<file path="config.mk">
export PLATFORM = sky130hd
export DESIGN_NAME = gpib_acceptor
export DESIGN_NICKNAME = d
export VERILOG_FILES = /design/src/rtl/gpib_acceptor.sv
export SDC_FILE = /design/constraint.sdc
export NUM_CORES = 1
export LEC_CHECK = 0
export ABC_AREA = 1
export ABC_CLOCK_PERIOD_IN_PS = 1900
export BUFFER_PORTS_ARGS = -buffer_cell sky130_fd_sc_hd__buf_2
export CAP_MARGIN = 25
export CORE_MARGIN = 5
export CORE_UTILIZATION = 49
export DETAILED_ROUTE_END_ITERATION = 10
export HOLD_SLACK_MARGIN = 0.15
export PLACE_DENSITY = 0.89
export REMOVE_ABC_BUFFERS = 1
export SETUP_SLACK_MARGIN = 0.02
export SLEW_MARGIN = 20
export SYNTH_ARGS = -nofsm -noshare
export SYNTH_HDL_FRONTEND = slang
export SYNTH_SLANG_ARGS = --single-unit
</file>
<file path="constraint.sdc">
create_clock -name clk -period 1.9 [get_ports clk]
set_input_delay 0.475 -clock clk [delete_from_list [all_inputs] [get_ports clk]]
set_output_delay 0.475 -clock clk [all_outputs]
set_load 0.05 [all_outputs]
</file>
<file path="src/rtl/gpib_acceptor.sv">
module gpib_acceptor #(
  parameter int DW = 8,
  parameter int ACK_CYCLES = 3,
  parameter logic [DW-1:0] NL_CODE = 8'h0A
) (
  input  logic          clk,
  input  logic          rst_n,
  input  logic          listen_en_i,
  input  logic          atn_i,
  input  logic          dav_i,
  input  logic          eoi_i,
  input  logic [DW-1:0] dio_i,
  input  logic          rd_strobe_i,
  input  logic          release_i,
  input  logic          hold_all_i,
  input  logic          hold_end_i,
  input  logic          eos_en_i,
  input  logic          eos_8bit_i,
  input  logic [DW-1:0] eos_char_i,
  input  logic          nl_en_i,
  input  logic          int_en_i,
  input  logic          dma_en_i,
  output logic          nrfd_o,
  output logic          ndac_o,
  output logic [DW-1:0] data_o,
  output logic          end_o,
  output logic          byte_int_o,
  output logic          dma_req_o,
  output logic          holdoff_o
);

  localparam int CW = (ACK_CYCLES > 1) ? $clog2(ACK_CYCLES) : 1;
  localparam logic [CW-1:0] CNT_LAST = CW'(ACK_CYCLES - 1);

  typedef enum logic [2:0] {S_IDLE, S_NRDY, S_RDY, S_ACPT, S_ACK} state_t;

  state_t        state_q, state_d;
  logic [CW-1:0] cnt_q;
  logic          full_q, hold_q;

  logic eos_hit, nl_hit, end_now, accept, rdy_ok;

  assign eos_hit = eos_8bit_i ? (dio_i == eos_char_i)
                              : (dio_i[DW-2:0] == eos_char_i[DW-2:0]);
  assign nl_hit  = eos_8bit_i ? (dio_i == NL_CODE)
                              : (dio_i[DW-2:0] == NL_CODE[DW-2:0]);
  assign end_now = eoi_i | (eos_en_i & eos_hit) | (nl_en_i & nl_hit);

  assign accept = (state_q == S_RDY) && dav_i && listen_en_i && !atn_i;
  assign rdy_ok = listen_en_i && !atn_i && (!full_q || rd_strobe_i)
                  && (!hold_q || release_i);

  always_comb begin
    state_d = state_q;
    if (atn_i)             state_d = S_NRDY;
    else if (!listen_en_i) state_d = S_IDLE;
    else begin
      case (state_q)
        S_IDLE, S_NRDY: state_d = rdy_ok ? S_RDY : S_NRDY;
        S_RDY:          state_d = dav_i ? S_ACPT : S_RDY;
        S_ACPT:         state_d = (cnt_q == CNT_LAST) ? S_ACK : S_ACPT;
        S_ACK:          state_d = dav_i ? S_ACK : (rdy_ok ? S_RDY : S_NRDY);
        default:        state_d = S_IDLE;
      endcase
    end
  end

  always_ff @(posedge clk or negedge rst_n) begin
    if (!rst_n) begin
      state_q <= S_IDLE;
      cnt_q   <= '0;
      full_q  <= 1'b0;
      hold_q  <= 1'b0;
      data_o  <= '0;
      end_o   <= 1'b0;
    end else begin
      state_q <= state_d;
      if (state_q != S_ACPT || state_d != S_ACPT) cnt_q <= '0;
      else                                        cnt_q <= cnt_q + 1'b1;
      if (accept) begin
        data_o <= dio_i;
        end_o  <= end_now;
        full_q <= 1'b1;
        hold_q <= hold_all_i | (hold_end_i & end_now);
      end else begin
        if (rd_strobe_i) full_q <= 1'b0;
        if (release_i)   hold_q <= 1'b0;
      end
    end
  end

  assign nrfd_o     = (state_q == S_NRDY) || (state_q == S_ACPT) || (state_q == S_ACK);
  assign ndac_o     = (state_q == S_NRDY) || (state_q == S_RDY)  || (state_q == S_ACPT);
  assign byte_int_o = full_q & int_en_i;
  assign dma_req_o  = full_q & dma_en_i;
  assign holdoff_o  = hold_q;

endmodule


</file>
# --- Word level (Yosys, flattened, before mapping) ---
# Cells that the tools add are included.
word_totals:
  reg_bits: 16
  wordCells: 60
op_classes:
  n_reduce_logical: 20
  n_addsub: 1
  mux: 14
  n_eq_ne: 11
  n_bitwise: 8
ops:
  columns: ["cell", "count"]
  rows:
  - ["$mux 3", 4]
  - ["$pmux 3 s4", 1]
  - ["$eq 8x4->1 const B", 1]
  - ["$eq 8x8->1", 1]
  - ["$eq 7x4->1 const B", 1]
  - ["$eq 7x7->1", 1]
  - ["$logic_or 1x1->1", 7]
  - ["$mux 1", 7]
  - ["$eq 3x2->1 const B", 2]
  - ["$logic_and 1x1->1", 6]
  - ["$ne 3x2->1 const B", 2]
  - ["$and 1x1->1", 5]
  - ["$mux 2", 2]
  - ["$reduce_bool 2->1", 2]
  - ["$eq 3x1->1 const B", 1]
  - ["$eq 3x3->1 const B", 1]
  - ["$logic_not 1->1", 3]
  - ["$logic_not 3->1", 1]
  - ["$or 1x1->1", 3]
  - ["$add 2x1->2 const B", 1]
  - ["$eq 2x2->1 const B", 1]
  - ["$reduce_or 2->1", 1]

# --- Logic depth before layout (Yosys ltp) ---
# Gate-level depths: netlist (run 1).
logic_depth:
  depth_word: 12
  mapped_depth: 8

# --- Least setup slack after synthesis (run 1) ---
# No wires, ideal clock.
synth_timing:
  path_type: "reg-to-output"
  from: "reg state_q[2]"
  to: "out nrfd_o"
  stages_incl_launch_ff: 3
  arrival_ns: 1.576
  slack_ns: -0.151
  n_path_buf: 1
  path_cell_list: "dfrtp_1 > buf_6 > o21ai_0"
synth_between:
  elab_chain_cells: 3
  word_cells_on_any_way: 5
  cone_classes: "eq/ne (3); reduce/logical (2)"
synth_rtl:
  columns: ["element", "line", "source"]
  rows:
  - ["start, declared", "37", "state_t state_q, state_d;"]
  - ["start signal, assigned", "77", "state_q <= state_d;"]
  - ["$eq 3x1->1 or $eq 3x2->1 (tied branches)", "92", "assign nrfd_o = (state_q == S_NRDY) || (state_q == S_ACPT) || (state_q == S_ACK);"]
  - ["$logic_or 1x1->1", "92", null]
  - ["$logic_or 1x1->1 *", "92", null]
  - ["end, declared", "23", "output logic nrfd_o,"]
# Mark *: on every way between the ends. The rest lies on a longest branch, timed or not.

# --- Final worst setup path (run 1) ---
layout_timing:
  from: "reg state_q[1]"
  to: "out nrfd_o"
# The elaborated chain is that of the path after synthesis.

==> results of run 1 <==
## worst reg2reg max path: stages, from the launching register on
cell and delay (ps):
dfrtp_1 390, buf_4 140, nor3_4 250, nand3_4 250
nor2_1 220, a21oi_2 70
## report_power, final
| group | internal [mW] | total, mW | leakage (nW) | switching [mW] |
|---|---|---|---|---|
| combinational | 0.0667 | 0.205 | 0.516 | 0.138 |
| clock | 0.117 | 0.220 | 0.0210 | 0.104 |
| sequential | 0.357 | 0.366 | 0.218 | 0.00901 |
## registers in the layout, indices dropped and copies added (netlist names)
register   flops
data_o         8
state_q        3
cnt_q          2
end_o          1
holdoff_o      1
full_q         1
## through the flow
stage          hold slack, ps  cells
6_report                367.9    212
5_1_grt                 368.8    212
4_1_cts                 362.2    211
3_5_place_dp            403.6    206
3_3_place_gp            393.4    206
2_1_floorplan           179.4    135
## routing by layer
| layer | wire [µm] | part of all wire | track usage | vias to the layer above |
|---|---|---|---|---|
| met5 | 0 | 0 | 0 | - |
| met4 | 28 | 0.013 | 0.09544 | 0 |
| met3 | 229 | 0.10 | 0.04360 | 4 |
| met2 | 1105 | 0.50 | 0.2913 | 41 |
| met1 | 860 | 0.39 | 0.2078 | 450 |
| li1 | - | - | - | 517 |
## cell families (layout without fill, tap and decap cells)
kind of cell,count (synthesis),in the layout,synth area share
AND/OR/NAND/NOR,75,75,0.3316
flip-flops,16,16,0.4066
AO/OA/AOI/OAI,19,19,0.1347
adder cells (fa/ha/maj),1,1,0.01270
buffers and inverters,26,74,0.1144
## how the worst min path moves through the flow
| stage | cells after the start | from | to |
|---|---|---|---|
| 2_1_floorplan | 0 | rst_n | cnt_q[0] |
| 4_1_cts | 2 | rd_strobe_i | full_q |
| 5_1_grt | 2 | rd_strobe_i | full_q |
| 3_3_place_gp | 1 | rst_n | full_q |
| 3_5_place_dp | 1 | rst_n | holdoff_o |
| 6_report | 2 | rd_strobe_i | full_q |
## Yosys cell counts (all sizes together)
| library cell | n | area share |
|---|---|---|
| ha | 1 | 0.013 |
| buf | 2 | 0.023 |
| nor2 | 18 | 0.071 |
| a211oi | 1 | 0.0076 |
| nand2 | 47 | 0.18 |
| a21oi | 3 | 0.019 |
| o211ai | 1 | 0.0076 |
| nand3b | 2 | 0.015 |
| inv | 24 | 0.091 |
| a21boi | 1 | 0.0076 |
| nor2b | 1 | 0.0064 |
| o22ai | 1 | 0.0064 |
| nand3 | 4 | 0.033 |
| o21bai | 1 | 0.0076 |
| nor3 | 3 | 0.027 |
| o21ai | 11 | 0.079 |
| dfrtp | 16 | 0.41 |
## repair_timing
| item | in CTS | in global routing |
|---|---|---|
| setup buffers | 0 | 1 |
| resized for setup | 1 | 1 |
| hold buffers | 1 | 0 |
| hold endpoints to repair | 16 | 0 |
| gates cloned | 0 | 0 |
| setup endpoints to repair | 1 | 1 |
## area by class of cell
type | instances | area, µm²
fill | 183 | 669.4
multi-input combinational | 95 | 471.7
sequential | 16 | 400.4
timing repair buffer | 46 | 240.2
inverter | 24 | 90.09
clock buffer | 4 | 36.28
tap | 27 | 33.78
==> flow_metrics.py, run 1 <==
metrics = {
    "synth": {
        "ys_ff_latch": 16,
        "yosysWarnings": 0,
        "synth_cell_type_count": 24,
        "synthCells": 137,
        "synth_seq_area_share": 0.4066,
        "syn_avg_cell_area_um2": 7.188,
        "syn_area_um2": 984.7,
    },
    "floorplan": {
        "dieArea_mm2": 0.003006,
        "initial_utilization": 0.5071,
        "ioPinCount": 45,
        "die_h_um": 54.83,
        "die-width_um": 54.83,
        "design.core.area_mm2": 0.001942,
        "rows": 16,
    },
    "finish": {
        "utilization": 0.6553,
        "area_delta_synth_final_pct": 29.22,
        "design_area_mm2": 0.001272,
        "drive_gt1_frac": 0.3514,
        "mostFrequentLayoutCells": "nand2_1, buf_2, inv_1",
        "antenna-diode-count": 0,
        "final_common_cell": "nand2_1",
        "nets": 218,
    },
    "critical_path": {
        "cp-startpoint": "state_q[1]",
        "crit_family": "buffers and inverters",
        "critPathLaunchType": "flop",
        "critPathBufInv": 3,
        "critical_path_depth": 6,
        "cp_slowest_cell": "dfrtp_1",
        "cp_max_fo": 3,
        "required_ps": 1420,
        "arrival_ps": 1320,
        "critPathMaxStageDelay_ps": 410,
        "timing.rr.end": "holdoff_o",
        "path_common_cell": "nand2_1",
        "r2r_start": "state_q[0]",
        "crit_path_end_kind": "primary output",
        "path_cells": "inv_2 -> nand2_1 -> inv_1 -> nand2_1 -> o21ai_0 -> buf_4",
        "reg2reg_depth": 5,
        "critPathKind": "flop to primary output",
        "cp-endpoint": "nrfd_o",
        "r2r_slack_ps": 480,
    },
    "power_and_ir_drop": {
        "p_leak_nw": 0.7550,
        "total_power_mw": 0.7908,
        "irDropWorstVdd_v": 0.0003580,
        "powerDensity_mw_per_mm2": 621.4,
    },
    "placed_design": {
        "postPlaceCellArea_mm2": 0.001216,
        "portBuffers": 44,
        "gp_congestion": 0.7202,
        "dpl.hpwl_um": 1848,
        "post-place-ws_ps": 330.0,
    },
    "detailed_routing": {
        "drtIter0Drc": 10,
        "firstDrtPassIters": 6,
        "post_drt_via_cell_ratio": 4.774,
        "routed-via-count": 1012,
        "drc": 0,
        "wl_per_cell_um": 10.49,
        "wl_um": 2224,
        "antenna_left": 0,
    },
    "grt": {
        "antenna_found_initial": 0,
        "grt_pass1_wl_um": 3801,
        "grt-ovfl-total": 0,
        "grt_pass1_vias": 964,
        "grt_usage": 0.1765,
        "grt_max_degree": 18,
    },
    "clocking": {
        "clk_latency_ps": 280,
        "clkSinkCount": 16,
        "clkTransAtPathRegs_ps": 90,
        "cts_htree_levels": 1,
        "cts.path.max_buffers": 2,
        "cts_root_buf": "clkbuf_4",
        "cts_made_buffers": 3,
        "cts_tree": "built",
    },
    "sta": {
        "finalHoldViolations": 0,
        "layout_setup_ws_ps": 100.4,
        "maxSlewHeadroom": 0.7686,
        "min_period_ps": 1800,
        "tightest_slew_ps": 347.1,
        "setup_viol": 0,
        "max_freq_mhz": 555.7,
        "timing.final.crit_share": 0.9472,
        "finClkSkew_ps": 1.903,
        "rsz0062_at_grt": "false",
        "maxSlewViolCount": 0,
        "setup_tns_ps": 0,
    },
    "worst_hold_path": {
        "min_path_type": "primary input to flop",
    },
    "status": {
        "status": "complete, no violations",
    },
    "run": {
        "maxCapViolations": 0,
    },
}
Power figures use the tool's default switching activity.
==> run 2: changes to the inputs <==
--- a/config.mk
+++ b/config.mk
@@ -10,10 +10,11 @@
 export BUFFER_PORTS_ARGS = -buffer_cell sky130_fd_sc_hd__buf_2
 export CAP_MARGIN = 25
 export CORE_MARGIN = 5
-export CORE_UTILIZATION = 49
+export CORE_UTILIZATION = 50
+export CTS_BUF_LIST = sky130_fd_sc_hd__clkbuf_8
 export DETAILED_ROUTE_END_ITERATION = 10
 export HOLD_SLACK_MARGIN = 0.15
-export PLACE_DENSITY = 0.89
+export PLACE_DENSITY = 0.91
 export REMOVE_ABC_BUFFERS = 1
 export SETUP_SLACK_MARGIN = 0.02
 export SLEW_MARGIN = 20
==> run 2 against run 1 <==
Count of clock-buffer cells in the layout unchanged. Maximum frequency decreased by 0.32%. Power increased by 8.7%. Cell count decreased by 0.47%. First-iteration DRC count unchanged. Wire length decreased by 1.3%. Non-clock buffer count decreased by 1. Worst setup slack got worse by 5.7 ps. Critical path type unchanged. Sequential cell count unchanged. Register-to-register slack improved by 40 ps. Design area increased by 0.88%.
==> flow_metrics.py, run 2 (synthesized netlist as in run 1, its figures left out) <==
metrics = {
    "placed_design": {
        "gp_congestion": 0.7101,
        "dpl.cell_count": 206,
        "dpl.hpwl_um": 1866,
        "portBuffers": 44,
    },
    "grt": {
        "grt-ovfl-total": 0,
        "grtUsageMet3": 0.03815,
        "antenna_found_initial": 0,
        "grt_usage": 0.1773,
        "met1_usage": 0.2103,
        "grt_pass1_vias": 954,
        "met2_usage": 0.3127,
        "busiest_layer": "met2",
        "grt_max_degree": 18,
        "grt_pass1_wl_um": 3788,
    },
    "sta": {
        "setup_tns_ps": 0,
        "maxSlewViolCount": 0,
        "setup_viol": 0,
        "maxSlewHeadroom": 0.7670,
        "tightest_slew_ps": 349.6,
        "timing.final.crit_share": 0.9502,
        "rsz0062_at_grt": "false",
        "max_freq_mhz": 553.9,
        "finalHoldViolations": 0,
        "min_period_ps": 1805,
        "finClkSkew_ps": 5.233,
    },
    "critical_path": {
        "critPathKind": "flop to primary output",
        "cp_max_fo": 3,
        "critPathLaunchType": "flop",
        "arrival_ps": 1330,
        "crit_path_end_kind": "primary output",
        "required_ps": 1420,
    },
    "clocking": {
        "clkSinkCount": 16,
        "cts_tree": "built",
        "cts_setup_buffers": 0,
        "cts_root_buf": "clkbuf_8",
        "clk_latency_ps": 240,
        "cts.path.max_buffers": 2,
        "cts_htree_levels": 1,
        "cts_made_buffers": 3,
        "clkTransAtPathRegs_ps": 60,
    },
    "status": {
        "status": "complete, no violations",
    },
    "floorplan": {
        "initial_utilization": 0.5124,
        "design.core.area_mm2": 0.001922,
        "die_h_um": 54.38,
        "rows": 16,
        "dieArea_mm2": 0.002957,
        "die-width_um": 54.38,
        "ioPinCount": 45,
    },
    "power_and_ir_drop": {
        "total_power_mw": 0.8595,
        "clkPwrFrac": 0.338,
        "switching_share": 0.2953,
        "p_leak_nw": 0.7583,
        "sequentialPowerShare": 0.428,
        "power.internal_mw": 0.6056,
        "irDropWorstVdd_v": 0.0003861,
        "powerDensity_mw_per_mm2": 669.5,
        "combPwrFrac": 0.233,
        "p_sw_mw": 0.2538,
    },
    "finish": {
        "mostFrequentLayoutCells": "nand2_1, buf_2, inv_1",
        "regMostFlops": "data_o",
        "utilization": 0.6680,
        "nets": 217,
        "final_common_cell": "nand2_1",
        "layout.cells.non_filler": 211,
        "largest_register_ffs": 8,
        "drive_gt1_frac": 0.3478,
        "antenna-diode-count": 0,
        "reg_top3": "data_o (8), state_q (3), cnt_q (2)",
        "area_delta_synth_final_pct": 30.37,
    },
    "detailed_routing": {
        "firstDrtPassIters": 4,
        "wl_um": 2196,
        "routed-via-count": 958,
        "drtIter0Drc": 10,
        "wl_per_cell_um": 10.41,
        "antenna_left": 0,
        "post_drt_via_cell_ratio": 4.540,
        "drc": 0,
    },
    "worst_hold_path": {
        "min_path_type": "primary input to flop",
    },
    "run": {
        "maxCapViolations": 0,
    },
}
[run 2: cell types whose count changed in the layout (fill, tap and decap cells not counted), sizes merged]
cell / previous run / this run
buf: 45 / 44
[run 2: what timing repair did]
| item | in CTS | in global routing |
|---|---|---|
| endpoints found under the setup margin | 0 | 1 |
| gates resized for setup | 0 | 3 |
| hold buffers | 1 | 0 |
| hold endpoints to repair | 16 | 0 |
[run 2: power groups by stage]
| stage | Clock, mW | Sequential [mW] | Combinational (mW) |
|---|---|---|---|
| final | 0.291 | 0.368 | 0.201 |
| after floorplan | 0 | 0.422 | 0.0739 |
| after detailed placement | 0 | 0.374 | 0.200 |
| after global routing | 0.317 | 0.370 | 0.222 |
| after global placement | 0 | 0.373 | 0.193 |
| after CTS | 0.297 | 0.368 | 0.202 |
[run 2: routing by layer]
layer,up-vias,part of all wire
met5,-,0
met2,37,0.49
met3,4,0.081
met4,0,0.013
li1,515,-
met1,402,0.42
[run 2: worst paths after layout]
kind,startpoint,endpoint,slack (ps),cells after the start
setup / recovery,state_q[0],nrfd_o,90,6
hold reg to reg,cnt_q[0],cnt_q[0],420,1
min in group asynchronous,rst_n,full_q,670,2
setup reg to reg,state_q[2],holdoff_o,520,5
hold / removal,rd_strobe_i,full_q,410,2
max in group asynchronous,rst_n,state_q[2],970,2
[run 2: critical path, stage by stage (launching register included)]
cell     delay (ps)
dfrtp_1         410
inv_1           100
nand2_1          90
inv_1           100
nand2_1          60
o21ai_0          90
buf_4           230
[run 2: area by class of cell]
class                   count  area (µm²)
well taps                  27       33.78
flip-flops and latches     16       400.4
clock buffers               4       55.05
fillers                   178       638.1
repair buffers             45       232.7
multi-input cells          95       471.7
inverters                  24       90.09
[run 2: metrics by stage]
step                      area, µm²  setup slack [ps]  hold slack, ps
after global routing           1284             5.182           416.0
after floorplan               962.2            -142.6           179.4
after global placement         1216             397.0           391.1
after CTS                      1281             49.70           405.7
final                          1284             94.67           406.2
after detailed placement       1216             317.2           402.5
